`config.mk`:
```
export PLATFORM = sky130hd
export DESIGN_NAME = vfd_cmd_rx
export DESIGN_NICKNAME = d
export VERILOG_FILES = /design/src/rtl/vfd_cmd_pkg.sv /design/src/rtl/vfd_ser_sync.sv /design/src/rtl/vfd_frame_shift.sv /design/src/rtl/vfd_busy_timer.sv /design/src/rtl/vfd_cmd_decode.sv /design/src/rtl/vfd_cmd_rx.sv
export SDC_FILE = /design/constraint.sdc
export NUM_CORES = 1
export LEC_CHECK = 0
export CORE_MARGIN = 3
export CORE_UTILIZATION = 50
export DETAILED_ROUTE_END_ITERATION = 16
export PLACE_DENSITY = 0.87
export SETUP_SLACK_MARGIN = 0.3
export SYNTH_ARGS = -nofsm -noshare
export SYNTH_HDL_FRONTEND = slang
export SYNTH_SLANG_ARGS = --single-unit
```
`constraint.sdc`:
```
create_clock -name clk -period 7.7 [get_ports clk]
set_input_delay 1.54 -clock clk [delete_from_list [all_inputs] [get_ports clk]]
set_output_delay 1.54 -clock clk [all_outputs]
set_load 0.03 [all_outputs]
```
`src/rtl/vfd_cmd_pkg.sv`:
```
// Package: frame format constants and opcode values shared by the
// receiver modules. Assumes the instruction layout is fixed by the host
// protocol; only timing-related values are module parameters.
package vfd_cmd_pkg;
    localparam int ADDR_W  = 8;   // device address bits
    localparam int SHORT_W = 24;  // ordinary instruction length
    localparam int LONG_W  = 56;  // pattern write instruction length
    localparam int OP_W    = 4;   // opcode width (top of instruction)
    localparam int DIG_W   = 16;  // digit mask width
    localparam int PIX_W   = 35;  // pixels per pattern

    typedef enum logic [OP_W-1:0] {
        OP_SHOW   = 4'b0001,
        OP_SHIFT  = 4'b0010,
        OP_DIGITS = 4'b0011,
        OP_PTRS   = 4'b0100,
        OP_DUTY   = 4'b0101,
        OP_CHARWR = 4'b0110,
        OP_AUXWR  = 4'b0111,
        OP_PATWR  = 4'b1000
    } opcode_e;

    localparam logic [2:0] BLINK_TOP = 3'b101;  // blink: top three bits
endpackage

```
`src/rtl/vfd_ser_sync.sv`:
```
// Module: brings the three serial lines into the system clock domain and
// turns them into single-cycle events. Assumes the bit clock is much
// slower than clk and data is stable around each rising bit-clock edge.
module vfd_ser_sync #(
    parameter int STAGES = 2
) (
    input  logic clk,
    input  logic rst_n,
    input  logic ser_data,
    input  logic ser_clk,
    input  logic ser_sel,
    output logic bit_stb,
    output logic bit_val,
    output logic sel_rise,
    output logic sel_fall
);
    localparam int LINES = 3;

    logic [LINES-1:0] raw;
    logic [LINES-1:0] synced;
    logic             clk_prev;
    logic             sel_prev;

    assign raw = {ser_sel, ser_clk, ser_data};

    for (genvar i = 0; i < LINES; i++) begin : g_line
        logic [STAGES-1:0] chain;
        // Purpose: multi-stage synchroniser for one serial line.
        always_ff @(posedge clk) begin
            if (!rst_n) chain <= '0;
            else        chain <= {chain[STAGES-2:0], raw[i]};
        end
        assign synced[i] = chain[STAGES-1];
    end

    // Purpose: hold the previous synchronised clock and select levels.
    always_ff @(posedge clk) begin
        if (!rst_n) begin
            clk_prev <= 1'b0;
            sel_prev <= 1'b0;
        end else begin
            clk_prev <= synced[1];
            sel_prev <= synced[2];
        end
    end

    assign bit_val  = synced[0];
    assign bit_stb  = synced[1] & ~clk_prev & synced[2];
    assign sel_rise = synced[2] & ~sel_prev;
    assign sel_fall = ~synced[2] & sel_prev;
endmodule

```
`src/rtl/vfd_frame_shift.sv`:
```
// Module: collects frame bits and, on the select falling edge, checks
// address and length. Assumes bit_stb only arrives while select is high.
// Emits a one-cycle frame_ok with the instruction right-aligned.
module vfd_frame_shift
    import vfd_cmd_pkg::*;
#(
    parameter logic [ADDR_W-1:0] DEV_ADDR = 8'hE6
) (
    input  logic              clk,
    input  logic              rst_n,
    input  logic              bit_stb,
    input  logic              bit_val,
    input  logic              sel_rise,
    input  logic              sel_fall,
    output logic              frame_ok,
    output logic              frame_long,
    output logic [LONG_W-1:0] instr
);
    localparam int TOT_SHORT = ADDR_W + SHORT_W;
    localparam int TOT_LONG  = ADDR_W + LONG_W;
    localparam int CNT_W     = $clog2(TOT_LONG + 2);
    localparam logic [CNT_W-1:0] CNT_SAT = CNT_W'(TOT_LONG + 1);

    logic [TOT_LONG-1:0] shreg;
    logic [CNT_W-1:0]    cnt;
    logic                short_ok;
    logic                long_ok;

    // Purpose: shift in bits and count them, saturating past the long length.
    always_ff @(posedge clk) begin
        if (!rst_n) begin
            shreg <= '0;
            cnt   <= '0;
        end else if (sel_rise) begin
            cnt <= '0;
        end else if (bit_stb) begin
            shreg <= {shreg[TOT_LONG-2:0], bit_val};
            if (cnt != CNT_SAT) cnt <= cnt + 1'b1;
        end
    end

    // Purpose: address and length qualification for both frame sizes.
    always_comb begin
        short_ok = (cnt == CNT_W'(TOT_SHORT))
                 && (shreg[TOT_SHORT-1 -: ADDR_W] == DEV_ADDR)
                 && (shreg[SHORT_W-1 -: OP_W] != OP_PATWR);
        long_ok  = (cnt == CNT_W'(TOT_LONG))
                 && (shreg[TOT_LONG-1 -: ADDR_W] == DEV_ADDR)
                 && (shreg[LONG_W-1 -: OP_W] == OP_PATWR);
        frame_ok   = sel_fall & (short_ok | long_ok);
        frame_long = long_ok;
        instr      = long_ok ? shreg[LONG_W-1:0]
                             : {{(LONG_W-SHORT_W){1'b0}}, shreg[SHORT_W-1:0]};
    end

    // a new select window always starts counting from zero
    a_r2_count_cleared: assert property (@(posedge clk) disable iff (!rst_n)
        sel_rise |=> (cnt == '0));

    // a committed frame has one of the two legal lengths
    a_r4_legal_length: assert property (@(posedge clk) disable iff (!rst_n)
        frame_ok |-> (cnt == CNT_W'(TOT_SHORT)) || (cnt == CNT_W'(TOT_LONG)));
endmodule

```
`src/rtl/vfd_busy_timer.sv`:
```
// Module: execution window counter. Assumes start only pulses while idle.
// busy stays high for exactly EXEC_CYC cycles after the start edge.
module vfd_busy_timer #(
    parameter int EXEC_CYC = 900
) (
    input  logic clk,
    input  logic rst_n,
    input  logic start,
    output logic busy
);
    localparam int CW = $clog2(EXEC_CYC + 1);

    logic [CW-1:0] left;

    // Purpose: load the window length on start, then count down to zero.
    always_ff @(posedge clk) begin
        if (!rst_n)           left <= '0;
        else if (start)       left <= CW'(EXEC_CYC);
        else if (left != '0)  left <= left - 1'b1;
    end

    assign busy = (left != '0);

    // the window is never restarted while it is still running
    a_r14_no_restart: assert property (@(posedge clk) disable iff (!rst_n)
        busy |-> !start);
endmodule

```
`src/rtl/vfd_cmd_decode.sv`:
```
// Module: turns a qualified instruction into setting registers and
// one-cycle memory/shift strobes. Assumes frame_ok is already checked for
// address and length; rejects it here only when busy.
module vfd_cmd_decode
    import vfd_cmd_pkg::*;
(
    input  logic              clk,
    input  logic              rst_n,
    input  logic              frame_ok,
    input  logic              frame_long,
    input  logic [LONG_W-1:0] instr,
    input  logic              busy,
    output logic              start_busy,
    output logic              show_en,
    output logic              show_main,
    output logic              show_aux,
    output logic [DIG_W-1:0]  show_mask,
    output logic              blink_main,
    output logic              blink_aux,
    output logic [2:0]        blink_rate,
    output logic [DIG_W-1:0]  blink_mask,
    output logic [3:0]        digit_count,
    output logic [7:0]        duty_level,
    output logic [5:0]        ptr_char,
    output logic [3:0]        ptr_aux,
    output logic              shift_stb,
    output logic              shift_main,
    output logic              shift_aux,
    output logic              shift_left,
    output logic              cram_we,
    output logic [5:0]        cram_addr,
    output logic [7:0]        cram_data,
    output logic              aram_we,
    output logic [3:0]        aram_addr,
    output logic [7:0]        aram_data,
    output logic              pram_we,
    output logic [7:0]        pram_addr,
    output logic [PIX_W-1:0]  pram_data
);
    logic [OP_W-1:0]    op;
    logic [SHORT_W-1:0] w;
    logic               accept;
    logic               is_blink;
    logic               timed;
    logic               unused_bits;

    // Purpose: opcode selection and execution-time classification.
    always_comb begin
        op       = frame_long ? instr[LONG_W-1 -: OP_W] : instr[SHORT_W-1 -: OP_W];
        w        = instr[SHORT_W-1:0];
        accept   = frame_ok & ~busy;
        is_blink = (op[OP_W-1 -: 3] == BLINK_TOP);
        unique case (op)
            OP_SHOW, OP_SHIFT, OP_DIGITS,
            OP_CHARWR, OP_AUXWR, OP_PATWR: timed = 1'b1;
            default:                       timed = is_blink;
        endcase
        start_busy = accept & timed;
    end

    assign unused_bits = ^{instr[51:48], instr[39:35]};

    // Purpose: held settings, updated only by an accepted instruction.
    always_ff @(posedge clk) begin
        if (!rst_n) begin
            show_en     <= 1'b0;
            show_main   <= 1'b0;
            show_aux    <= 1'b0;
            show_mask   <= '0;
            blink_main  <= 1'b0;
            blink_aux   <= 1'b0;
            blink_rate  <= '0;
            blink_mask  <= '0;
            digit_count <= '0;
            duty_level  <= '0;
            ptr_char    <= '0;
            ptr_aux     <= '0;
        end else if (accept) begin
            if (is_blink) begin
                blink_main <= w[20];
                blink_aux  <= w[19];
                blink_rate <= w[18:16];
                blink_mask <= w[15:0];
            end
            case (op)
                OP_SHOW: begin
                    show_main <= w[18];
                    show_aux  <= w[17];
                    show_en   <= w[16];
                    show_mask <= w[15:0];
                end
                OP_DIGITS: digit_count <= w[18:15];
                OP_PTRS: begin
                    ptr_aux  <= w[18:15];
                    ptr_char <= w[13:8];
                end
                OP_DUTY: duty_level <= w[15:8];
                default: ;
            endcase
        end
    end

    // Purpose: single-cycle strobes with their address and data.
    always_ff @(posedge clk) begin
        if (!rst_n) begin
            shift_stb  <= 1'b0;
            shift_main <= 1'b0;
            shift_aux  <= 1'b0;
            shift_left <= 1'b0;
            cram_we    <= 1'b0;
            cram_addr  <= '0;
            cram_data  <= '0;
            aram_we    <= 1'b0;
            aram_addr  <= '0;
            aram_data  <= '0;
            pram_we    <= 1'b0;
            pram_addr  <= '0;
            pram_data  <= '0;
        end else begin
            shift_stb <= accept && (op == OP_SHIFT);
            cram_we   <= accept && (op == OP_CHARWR);
            aram_we   <= accept && (op == OP_AUXWR);
            pram_we   <= accept && (op == OP_PATWR);
            if (accept) begin
                case (op)
                    OP_SHIFT: begin
                        shift_main <= w[18];
                        shift_aux  <= w[17];
                        shift_left <= w[16];
                    end
                    OP_CHARWR: begin
                        cram_addr <= w[13:8];
                        cram_data <= w[7:0];
                    end
                    OP_AUXWR: begin
                        aram_addr <= w[18:15];
                        aram_data <= w[14:7];
                    end
                    OP_PATWR: begin
                        pram_addr <= instr[47:40];
                        pram_data <= instr[PIX_W-1:0];
                    end
                    default: ;
                endcase
            end
        end
    end

    // at most one strobe per cycle
    a_r14_one_strobe: assert property (@(posedge clk) disable iff (!rst_n)
        $onehot0({shift_stb, cram_we, aram_we, pram_we}));

    // every strobe coincides with the start of a busy window
    a_r14_strobe_opens_window: assert property (@(posedge clk) disable iff (!rst_n)
        (shift_stb | cram_we | aram_we | pram_we) |-> $rose(busy));

    // a duty change never opens a busy window
    a_r10_duty_untimed: assert property (@(posedge clk) disable iff (!rst_n)
        !$stable(duty_level) |-> !$rose(busy));

    // a pointer load never opens a busy window
    a_r9_ptr_untimed: assert property (@(posedge clk) disable iff (!rst_n)
        !$stable(ptr_char) |-> !$rose(busy));
endmodule

```
`src/rtl/vfd_cmd_rx.sv`:
```
// Module: top of the addressed serial command receiver. Chains the line
// synchroniser, the frame collector, the decoder and the busy timer.
// Assumes ser_clk runs at most at one eighth of clk.
module vfd_cmd_rx
    import vfd_cmd_pkg::*;
#(
    parameter logic [ADDR_W-1:0] DEV_ADDR    = 8'hE6,
    parameter int                EXEC_CYC    = 900,
    parameter int                SYNC_STAGES = 2
) (
    input  logic        clk,
    input  logic        rst_n,
    input  logic        ser_data,
    input  logic        ser_clk,
    input  logic        ser_sel,
    output logic        busy,
    output logic        show_en,
    output logic        show_main,
    output logic        show_aux,
    output logic [15:0] show_mask,
    output logic        blink_main,
    output logic        blink_aux,
    output logic [2:0]  blink_rate,
    output logic [15:0] blink_mask,
    output logic [3:0]  digit_count,
    output logic [7:0]  duty_level,
    output logic [5:0]  ptr_char,
    output logic [3:0]  ptr_aux,
    output logic        shift_stb,
    output logic        shift_main,
    output logic        shift_aux,
    output logic        shift_left,
    output logic        cram_we,
    output logic [5:0]  cram_addr,
    output logic [7:0]  cram_data,
    output logic        aram_we,
    output logic [3:0]  aram_addr,
    output logic [7:0]  aram_data,
    output logic        pram_we,
    output logic [7:0]  pram_addr,
    output logic [34:0] pram_data
);
    logic              bit_stb;
    logic              bit_val;
    logic              sel_rise;
    logic              sel_fall;
    logic              frame_ok;
    logic              frame_long;
    logic [LONG_W-1:0] instr;
    logic              start_busy;

    vfd_ser_sync #(.STAGES(SYNC_STAGES)) u_sync (
        .clk(clk), .rst_n(rst_n),
        .ser_data(ser_data), .ser_clk(ser_clk), .ser_sel(ser_sel),
        .bit_stb(bit_stb), .bit_val(bit_val),
        .sel_rise(sel_rise), .sel_fall(sel_fall)
    );

    vfd_frame_shift #(.DEV_ADDR(DEV_ADDR)) u_frame (
        .clk(clk), .rst_n(rst_n),
        .bit_stb(bit_stb), .bit_val(bit_val),
        .sel_rise(sel_rise), .sel_fall(sel_fall),
        .frame_ok(frame_ok), .frame_long(frame_long), .instr(instr)
    );

    vfd_cmd_decode u_dec (
        .clk(clk), .rst_n(rst_n),
        .frame_ok(frame_ok), .frame_long(frame_long), .instr(instr),
        .busy(busy), .start_busy(start_busy),
        .show_en(show_en), .show_main(show_main), .show_aux(show_aux),
        .show_mask(show_mask),
        .blink_main(blink_main), .blink_aux(blink_aux),
        .blink_rate(blink_rate), .blink_mask(blink_mask),
        .digit_count(digit_count), .duty_level(duty_level),
        .ptr_char(ptr_char), .ptr_aux(ptr_aux),
        .shift_stb(shift_stb), .shift_main(shift_main),
        .shift_aux(shift_aux), .shift_left(shift_left),
        .cram_we(cram_we), .cram_addr(cram_addr), .cram_data(cram_data),
        .aram_we(aram_we), .aram_addr(aram_addr), .aram_data(aram_data),
        .pram_we(pram_we), .pram_addr(pram_addr), .pram_data(pram_data)
    );

    vfd_busy_timer #(.EXEC_CYC(EXEC_CYC)) u_busy (
        .clk(clk), .rst_n(rst_n), .start(start_busy), .busy(busy)
    );

    // nothing is strobed in the first cycle out of reset
    a_r1_quiet_after_reset: assert property (@(posedge clk) disable iff (!rst_n)
        $rose(rst_n) |-> !(cram_we | aram_we | pram_we | shift_stb));
endmodule

```
# Word-level counts from Yosys, hierarchy flattened
# Index checks and enable logic that the tools add are counted.
# op_classes
add_sub_neg,2
n_eq_ne,16
n_mux,5
n_bitwise,14
n_reduce_logical,24
# ops
op,n
$mux 56,1
$reduce_and 2->1,11
$mux 10,2
$eq 4x3->1 const B,4
$eq 8x8->1 const B,2
$reduce_bool 10->1,1
$sub 10x1->10 const B,1
$eq 4x2->1 const B,2
$eq 4x4->1 const B,2
$logic_and 1x1->1,8
$add 7x1->7 const B,1
$and 1x1->1,7
$eq 7x6->1 const B,1
$eq 7x7->1 const B,1
$ne 7x7->1 const B,1
$not 1->1,6
$reduce_or 6->1,1
$eq 4x1->1 const B,1
$mux 4,1
$ne 4x4->1 const B,1
$reduce_or 2->1,2
$eq 3x3->1 const B,1
$reduce_bool 2->1,1
$mux 1,1
$or 1x1->1,1
# word_totals
register_bits,227
input_bits,5
output_inout_bits,139
elab_cells,95

# Longest topological paths before layout
# Gate-level depths: netlist (run 1).
# logic_depth
word_depth,10
depth_mapped,11

# Hierarchy
# A second synthesis (run 1) with hierarchy kept.
# hier_totals
hier_cells,1026
area_unflattened_um2,9549.2
# by_module_without_submodules
module,instances,cells_each,area_per_inst_um2,seq_area_each_um2
vfd_cmd_decode,1,519,5263.8,2762.6
vfd_frame_shift,1,425,3489.6,1421.4
vfd_busy_timer,1,63,564.3,200.2
vfd_ser_sync,1,19,231.5,160.2

# Worst setup path before layout (run 1)
# OpenSTA, ideal clock, no wires.
# synth_timing
kind,register to output
start,reg u_busy.left[0]
end,out busy
arrival_ns,1.479
t_required_ns,6.160
slack_ns,4.681
stages_incl_launch_ff,6
path_cell_list,dfxtp_1 -> inv_1 -> ha_1 -> or4b_1 -> or3_1 -> buf_4
# synth_via
elab_chain_cells,1
# synth_lines
element,line,rtl
"start, declared",vfd_busy_timer.sv:13,logic [CW-1:0] left;
"start signal, assigned",vfd_busy_timer.sv:18,else if (start) left <= CW'(EXEC_CYC);
"start signal, assigned",vfd_busy_timer.sv:19,else if (left != '0) left <= left - 1'b1;
$reduce_bool 10->1,vfd_busy_timer.sv:22,assign busy = (left != '0);
"end, declared",vfd_cmd_rx.sv:16,"output logic busy,"
# Every way passes these cells.

# Worst setup path after layout (run 1)
# Same ends and word-level chain as after synthesis.

==> out/metrics.cfg, run 1 <==
[timing]
tns_ps = 0
fin_ws_ps = 3460
rsz0062_at_grt = no
setup_viol = 0
final.period_utilization_pct = 55.1
slew_headroom_pct = 20.1
hold_ws_ps = 438
fin_crit_ps = 4240
fin_worst_skew_ps = 10.1
slew_violations = 0
hold_violations = 0
tightest_slew_ps = 1200
max_freq_ghz = 0.236

[placed_design]
dp_hpwl_mm = 13.2
gp_routability_congestion = 0.798
postPlaceCellArea_um2 = 9960
io_buffers = 143
place_ws_ps = 3980

[power_and_ir_drop]
powerDensity_nw_per_um2 = 231
p_leak_nw = 3.47
power_frac_seq_pct = 48.9
internal_power_mw = 1.91
p_sw_share_pct = 22.8
ir_worst_vdd_mv = 0.196
clockPowerShare_pct = 44.3
p_comb_share_pct = 6.8
p_switching_mw = 0.564

[detailed_routing]
post_drt_wl_per_cell_um = 15.4
ant_nets = 0
dr.pass1.iters = 5
post-route-drc-count = 0
routed_wl_mm = 20.1
vias_per_cell = 5.34
drt-initial-drc-count = 406
vias = 6961

[clock_network]
clk_pin_slew_ps = 60
ctsResizeCount = 0
cts_tree = done
clockBufferDepth = 3
hold_buffers = 0
cts_made_buffers = 23
htree_num_levels = 1
post-cts-setup-buffers = 0
worst_skew_pair.late_latency_ps = 490
cts_sinks = 227
cts_root_buffer = clkbuf_16

[run]
drv_cap = 0

[global_route]
grt_pass1_vias = 6680
grt_antenna_before_repair = 0
grt_usage_pct = 21.4
gr-total-overflow = 0
grt_pass1_wl_mm = 32.9
grt_start_max_net_pins = 109

[cells_and_area]
final_cell_area_um2 = 10700
nets = 1081
insertedDiodeCount = 0
fillCellCount = 1297
drive_gt1_share_pct = 5.79
postLayoutCoreUtil_pct = 66.0
area_delta_synth_final_pct = 26.8

[synth]
ys_async_sr_fraction_pct = 0
synthDistinctLibCells = 44
synth_common_cells = nand2_1, dfxtp_1, a21oi_1
synthMostInstantiatedCell = nand2_1
yosysWarnings = 0
synth_area_um2 = 8450
netlist_instances = 957
synth_nets = 966
synth_top_area_share_pct = 53.8
ys_seq_elements = 227
synth-edff-count = 0
syn_area_per_cell_um2 = 8.83
synthFlopType = dfxtp_1
synth_area_leader_cell = dfxtp_1
synth-seq-area-share_pct = 53.8
yosys-top-cells-area = dfxtp_1, nand2_1, mux2i_1

[floorplanning]
rows = 46
start_util_pct = 52.1
dieArea_um2 = 18500
fp.dieH_um = 136
io_pins = 144
core_um2 = 16200
die_width_um = 136

[hold_path]
hold_class = reg2reg

[status]
status = complete, no violations

[setup_path]
end_kind = output pin
cp.arrival_ps = 2700
path_class = reg2out
required_ps = 6160
worstPathMaxFanout = 8
critPathLaunchType = flip-flop

-- metal layers --
layer / GRT usage [%] / share of wire (%) / vias to the layer above
met5: 0 / 0 / -
met4: 5.94 / 2.2 / 0
met3: 3.63 / 5.4 / 36
met2: 37.3 / 49 / 204
met1: 27.4 / 43 / 3346
li1: - / - / 3375
-- flip-flops by register name, summed over array words and instances (netlist names), 7 cells and up --
name	count
u_busy.left	10
u_dec.aram_data	8
u_dec.blink_mask	16
u_dec.cram_data	8
u_dec.duty_level	8
u_dec.pram_addr	8
u_dec.pram_data	35
u_dec.show_mask	16
u_frame.cnt	7
u_frame.shreg	64
-- placed cells by master, fill, tap and decap left out, types with 4 or more instances in the layout --
master / n
xnor2_1: 4
buf_4: 9
clkbuf_16: 23
a21oi_1: 113
nor4_1: 5
nor2_1: 22
and2_1: 9
nand3_1: 7
and3_1: 4
clkbuf_8: 4
xor2_1: 7
nand2_1: 338
clkbuf_1: 6
nor4_4: 4
clkinv_2: 6
nor3_1: 7
inv_1: 8
mux2i_1: 93
ha_1: 4
dfxtp_1: 227
clkdlybuf4s50_1: 142
-- worst paths after layout --
path	startpoint	end	slack, ps	cells after the start
setup / recovery	u_busy.left[0]	busy	3460	5
hold / removal	u_sync.g_line[1].chain[0]	u_sync.g_line[1].chain[1]	440	1
setup reg to reg	u_busy.left[0]	u_dec.cram_addr[2]	4520	7
hold reg to reg	u_sync.g_line[1].chain[0]	u_sync.g_line[1].chain[1]	440	1
-- stage by stage --
stage               std cells  total power [mW]
global route             1304              2.56
finish                   1304              2.48
CTS                      1304              2.49
global placement         1263              1.39
detailed placement       1263              1.40
floorplan                 957              1.37
-- critical path: stages, from the launching register on --
cell,delay [ps]
dfxtp_1,330
inv_1,60
ha_1,180
or4b_1,500
or3_1,480
clkdlybuf4s50_1,650
-- cell families after synthesis --
family / share of synthesized area (%)
adders and majority gates: 0.592
DFF: 53.8
and+or+nand+nor: 22.8
xor gates and xnor gates: 1.14
buffers and inverters: 3.57
muxes: 11.0
AOI/OAI and AO/OA: 7.12
-- power by group through the flow --
stage               clock network (mW)  logic (mW)  registers [mW]
detailed placement                   0       0.166            1.24
floorplan                            0       0.138            1.23
CTS                               1.11       0.168            1.21
finish                            1.10       0.169            1.21
global route                      1.16       0.189            1.21
global placement                     0       0.157            1.23
-- area by class of cell --
cell class	count	area, um2	share of cell area [%]
Clock inverter	8	93.8	0.876
Multi-Input combinational cell	660	3620	33.8
Inverter	9	35.0	0.327
Sequential cell	227	4540	42.4
Clock buffer	33	653	6.10
Tap cell	216	270	2.52
Timing Repair Buffer	151	1490	13.9
No activity file was read; power rests on OpenSTA's default activity.
==> inputs of run 2 (changes only) <==
--- a/config.mk
+++ b/config.mk
@@ -6,9 +6,9 @@
 export NUM_CORES = 1
 export LEC_CHECK = 0
 export CORE_MARGIN = 3
-export CORE_UTILIZATION = 50
+export CORE_UTILIZATION = 47
 export DETAILED_ROUTE_END_ITERATION = 16
-export PLACE_DENSITY = 0.87
+export PLACE_DENSITY = 0.86
 export SETUP_SLACK_MARGIN = 0.3
 export SYNTH_ARGS = -nofsm -noshare
 export SYNTH_HDL_FRONTEND = slang
==> constraint.sdc (replaced) <==
create_clock -name clk -period 3.9 [get_ports clk]
set_input_delay 0.78 -clock clk [delete_from_list [all_inputs] [get_ports clk]]
set_output_delay 0.78 -clock clk [all_outputs]
set_load 0.03 [all_outputs]
==> out/metrics.cfg, run 2 (synthesis gave the netlist of run 1 again) <==
[run]
drv_cap = 0  ; unchanged

[power_and_ir_drop]
p_switching_mw = 1.12  ; +98%
p_leak_nw = 3.46  ; -0.34%
powerDensity_nw_per_um2 = 445  ; +92%
clockPowerShare_pct = 42.8  ; -1.5 points
p_comb_share_pct = 7.0  ; +0.2 points
power_frac_seq_pct = 50.2  ; +1.3 points
ir_worst_vdd_mv = 0.336  ; +71%
p_sw_share_pct = 23.5  ; +0.68 points
internal_power_mw = 3.65  ; +91%

[detailed_routing]
vias_per_cell = 5.27  ; -1.4%
drt-initial-drc-count = 388  ; -4.4%
dr.pass1.iters = 5  ; unchanged
post-route-drc-count = 0  ; unchanged
vias = 6919  ; -0.60%
ant_nets = 0  ; unchanged
post_drt_wl_per_cell_um = 15.6  ; +1.0%
routed_wl_mm = 20.5  ; +1.8%

[hold_path]
hold_depth = 1  ; unchanged
hold_class = reg2reg
whs_endpoint = u_sync.g_line[2].chain[1]
min_from = u_sync.g_line[2].chain[0]

[setup_path]
end_kind = output pin
r2r-end = u_dec.duty_level[7]
cp.arrival_ps = 2360  ; -340 ps
critPathLaunchType = flip-flop
path_class = reg2out
critical-path-max-stage-delay_ps = 510  ; -140 ps
cpMaxStageDelayCell = or4b_1
required_ps = 3120  ; -3040 ps
crit_chain = inv_1 > ha_1 > or4b_1 > or3_1 > dlymetal6s2s_1
r2r_cells = 7  ; unchanged
reg2reg_slack_ps = 1000  ; -3520 ps
r2r_start = u_busy.left[0]
critPathBufInv = 2  ; unchanged
critical_path.top_delay_family = simple AND/OR/NAND/NOR gates
worstPathMaxFanout = 8  ; unchanged

[timing]
slew_violations = 0  ; unchanged
max_freq_ghz = 0.319
rsz0062_at_grt = no
fin_crit_ps = 3140
hold_violations = 0  ; unchanged
setup_viol = 0  ; unchanged
fin_ws_ps = 762  ; -2700 ps
slew_headroom_pct = 18.2  ; -1.9 points
fin_worst_skew_ps = 20.0  ; +9.91 ps
tightest_slew_ps = 1230  ; +28.2 ps
final.period_utilization_pct = 80.5
tns_ps = 0  ; unchanged

[cells_and_area]
area_delta_synth_final_pct = 26.7  ; about the same
largest_register_ffs = 64  ; unchanged
insertedDiodeCount = 0  ; unchanged
drive_gt1_share_pct = 5.79  ; about the same
layout_common_cells = nand2_1, dfxtp_1, clkdlybuf4s50_1
largestRegisters = u_frame.shreg x64, u_dec.pram_data x35
nets = 1086  ; +0.46%
regMostFlops = u_frame.shreg
final_common_cell = nand2_1

[clock_network]
clockBufferDepth = 3  ; unchanged
htree_num_levels = 1  ; unchanged
cts_root_buffer = clkbuf_16
clk_pin_slew_ps = 60  ; about the same
post-cts-setup-buffers = 0  ; unchanged
worst_skew_pair.late_latency_ps = 520  ; +30 ps
cts_sinks = 227  ; unchanged
cts_tree = done
cts_made_buffers = 24  ; +4.3%

[floorplanning]
die_width_um = 140  ; +3.0%
io_pins = 144  ; unchanged
fp.dieH_um = 140  ; +3.0%
start_util_pct = 48.5  ; -3.5 points
rows = 48  ; +4.3%
core_um2 = 17400  ; +7.3%
dieArea_um2 = 19600  ; +6.1%

[placed_design]
io_buffers = 143  ; unchanged
dp_hpwl_mm = 13.5  ; +2.4%
place_ws_ps = 950  ; -3030 ps
gp_routability_congestion = 0.844  ; +5.8%

[status]
status = complete, no violations

[global_route]
grt_usage_pct = 20.4  ; -0.97 points
grt_pass1_wl_mm = 33.7  ; +2.7%
gr-total-overflow = 0  ; unchanged
grt_start_max_net_pins = 65  ; -40%
grt_antenna_before_repair = 0  ; unchanged
grt_pass1_vias = 6702  ; +0.33%

-- run 2: through the flow --
stage	hold slack, ps	utilization (%)	instance area (um2)	cells	power (mW)
5_1_grt	465	61.4	10700	1314	4.94
2_1_floorplan	412	-	8450	957	2.70
3_5_place_dp	420	57.4	10000	1276	2.77
3_3_place_gp	418	57.4	10000	1276	2.76
6_report	433	61.4	10700	1314	4.76
4_1_cts	438	61.4	10700	1314	4.80
-- run 2: cell type report --
| class | count | area [um2] |
|---|---|---|
| fill | 1444 | 6720 |
| sequential | 227 | 4540 |
| multi-input combinational | 660 | 3620 |
| timing repair buffer | 155 | 1520 |
| clock buffer | 33 | 654 |
| tap | 225 | 282 |
| clock inverter | 5 | 38.8 |
| inverter | 9 | 35.0 |
-- run 2: what timing repair did --
| action | in CTS | in global routing |
|---|---|---|
| setup endpoints to repair | 0 | 1 |
| hold buffers | 0 | 0 |
| resized for setup | 0 | 1 |
-- run 2: per-layer routing --
metal,GRT usage [%],part of all wire [%],vias to the layer above
li1,-,-,3379
met1,26.7,43,3274
met2,34.3,48,225
met3,3.79,6.0,41
met4,6.43,2.6,0
met5,0,0,-
-- run 2: how the worst max path moves through the flow --
| stage | to | cells after the start | from |
|---|---|---|---|
| after floorplan | u_dec.show_mask[10] | 11 | u_busy.left[0] |
| after CTS | busy | 5 | u_busy.left[0] |
| after global routing | busy | 5 | u_busy.left[0] |
| after global placement | busy | 5 | u_busy.left[0] |
| final | busy | 5 | u_busy.left[0] |
| after detailed placement | busy | 5 | u_busy.left[0] |
-- run 2: power by group through the flow --
stage | combinational, mW | sequential (mW) | clock [mW]
after detailed placement | 0.327 | 2.44 | 0
after global routing | 0.376 | 2.40 | 2.17
after global placement | 0.320 | 2.44 | 0
after floorplan | 0.273 | 2.43 | 0
after CTS | 0.332 | 2.39 | 2.08
final | 0.332 | 2.39 | 2.04
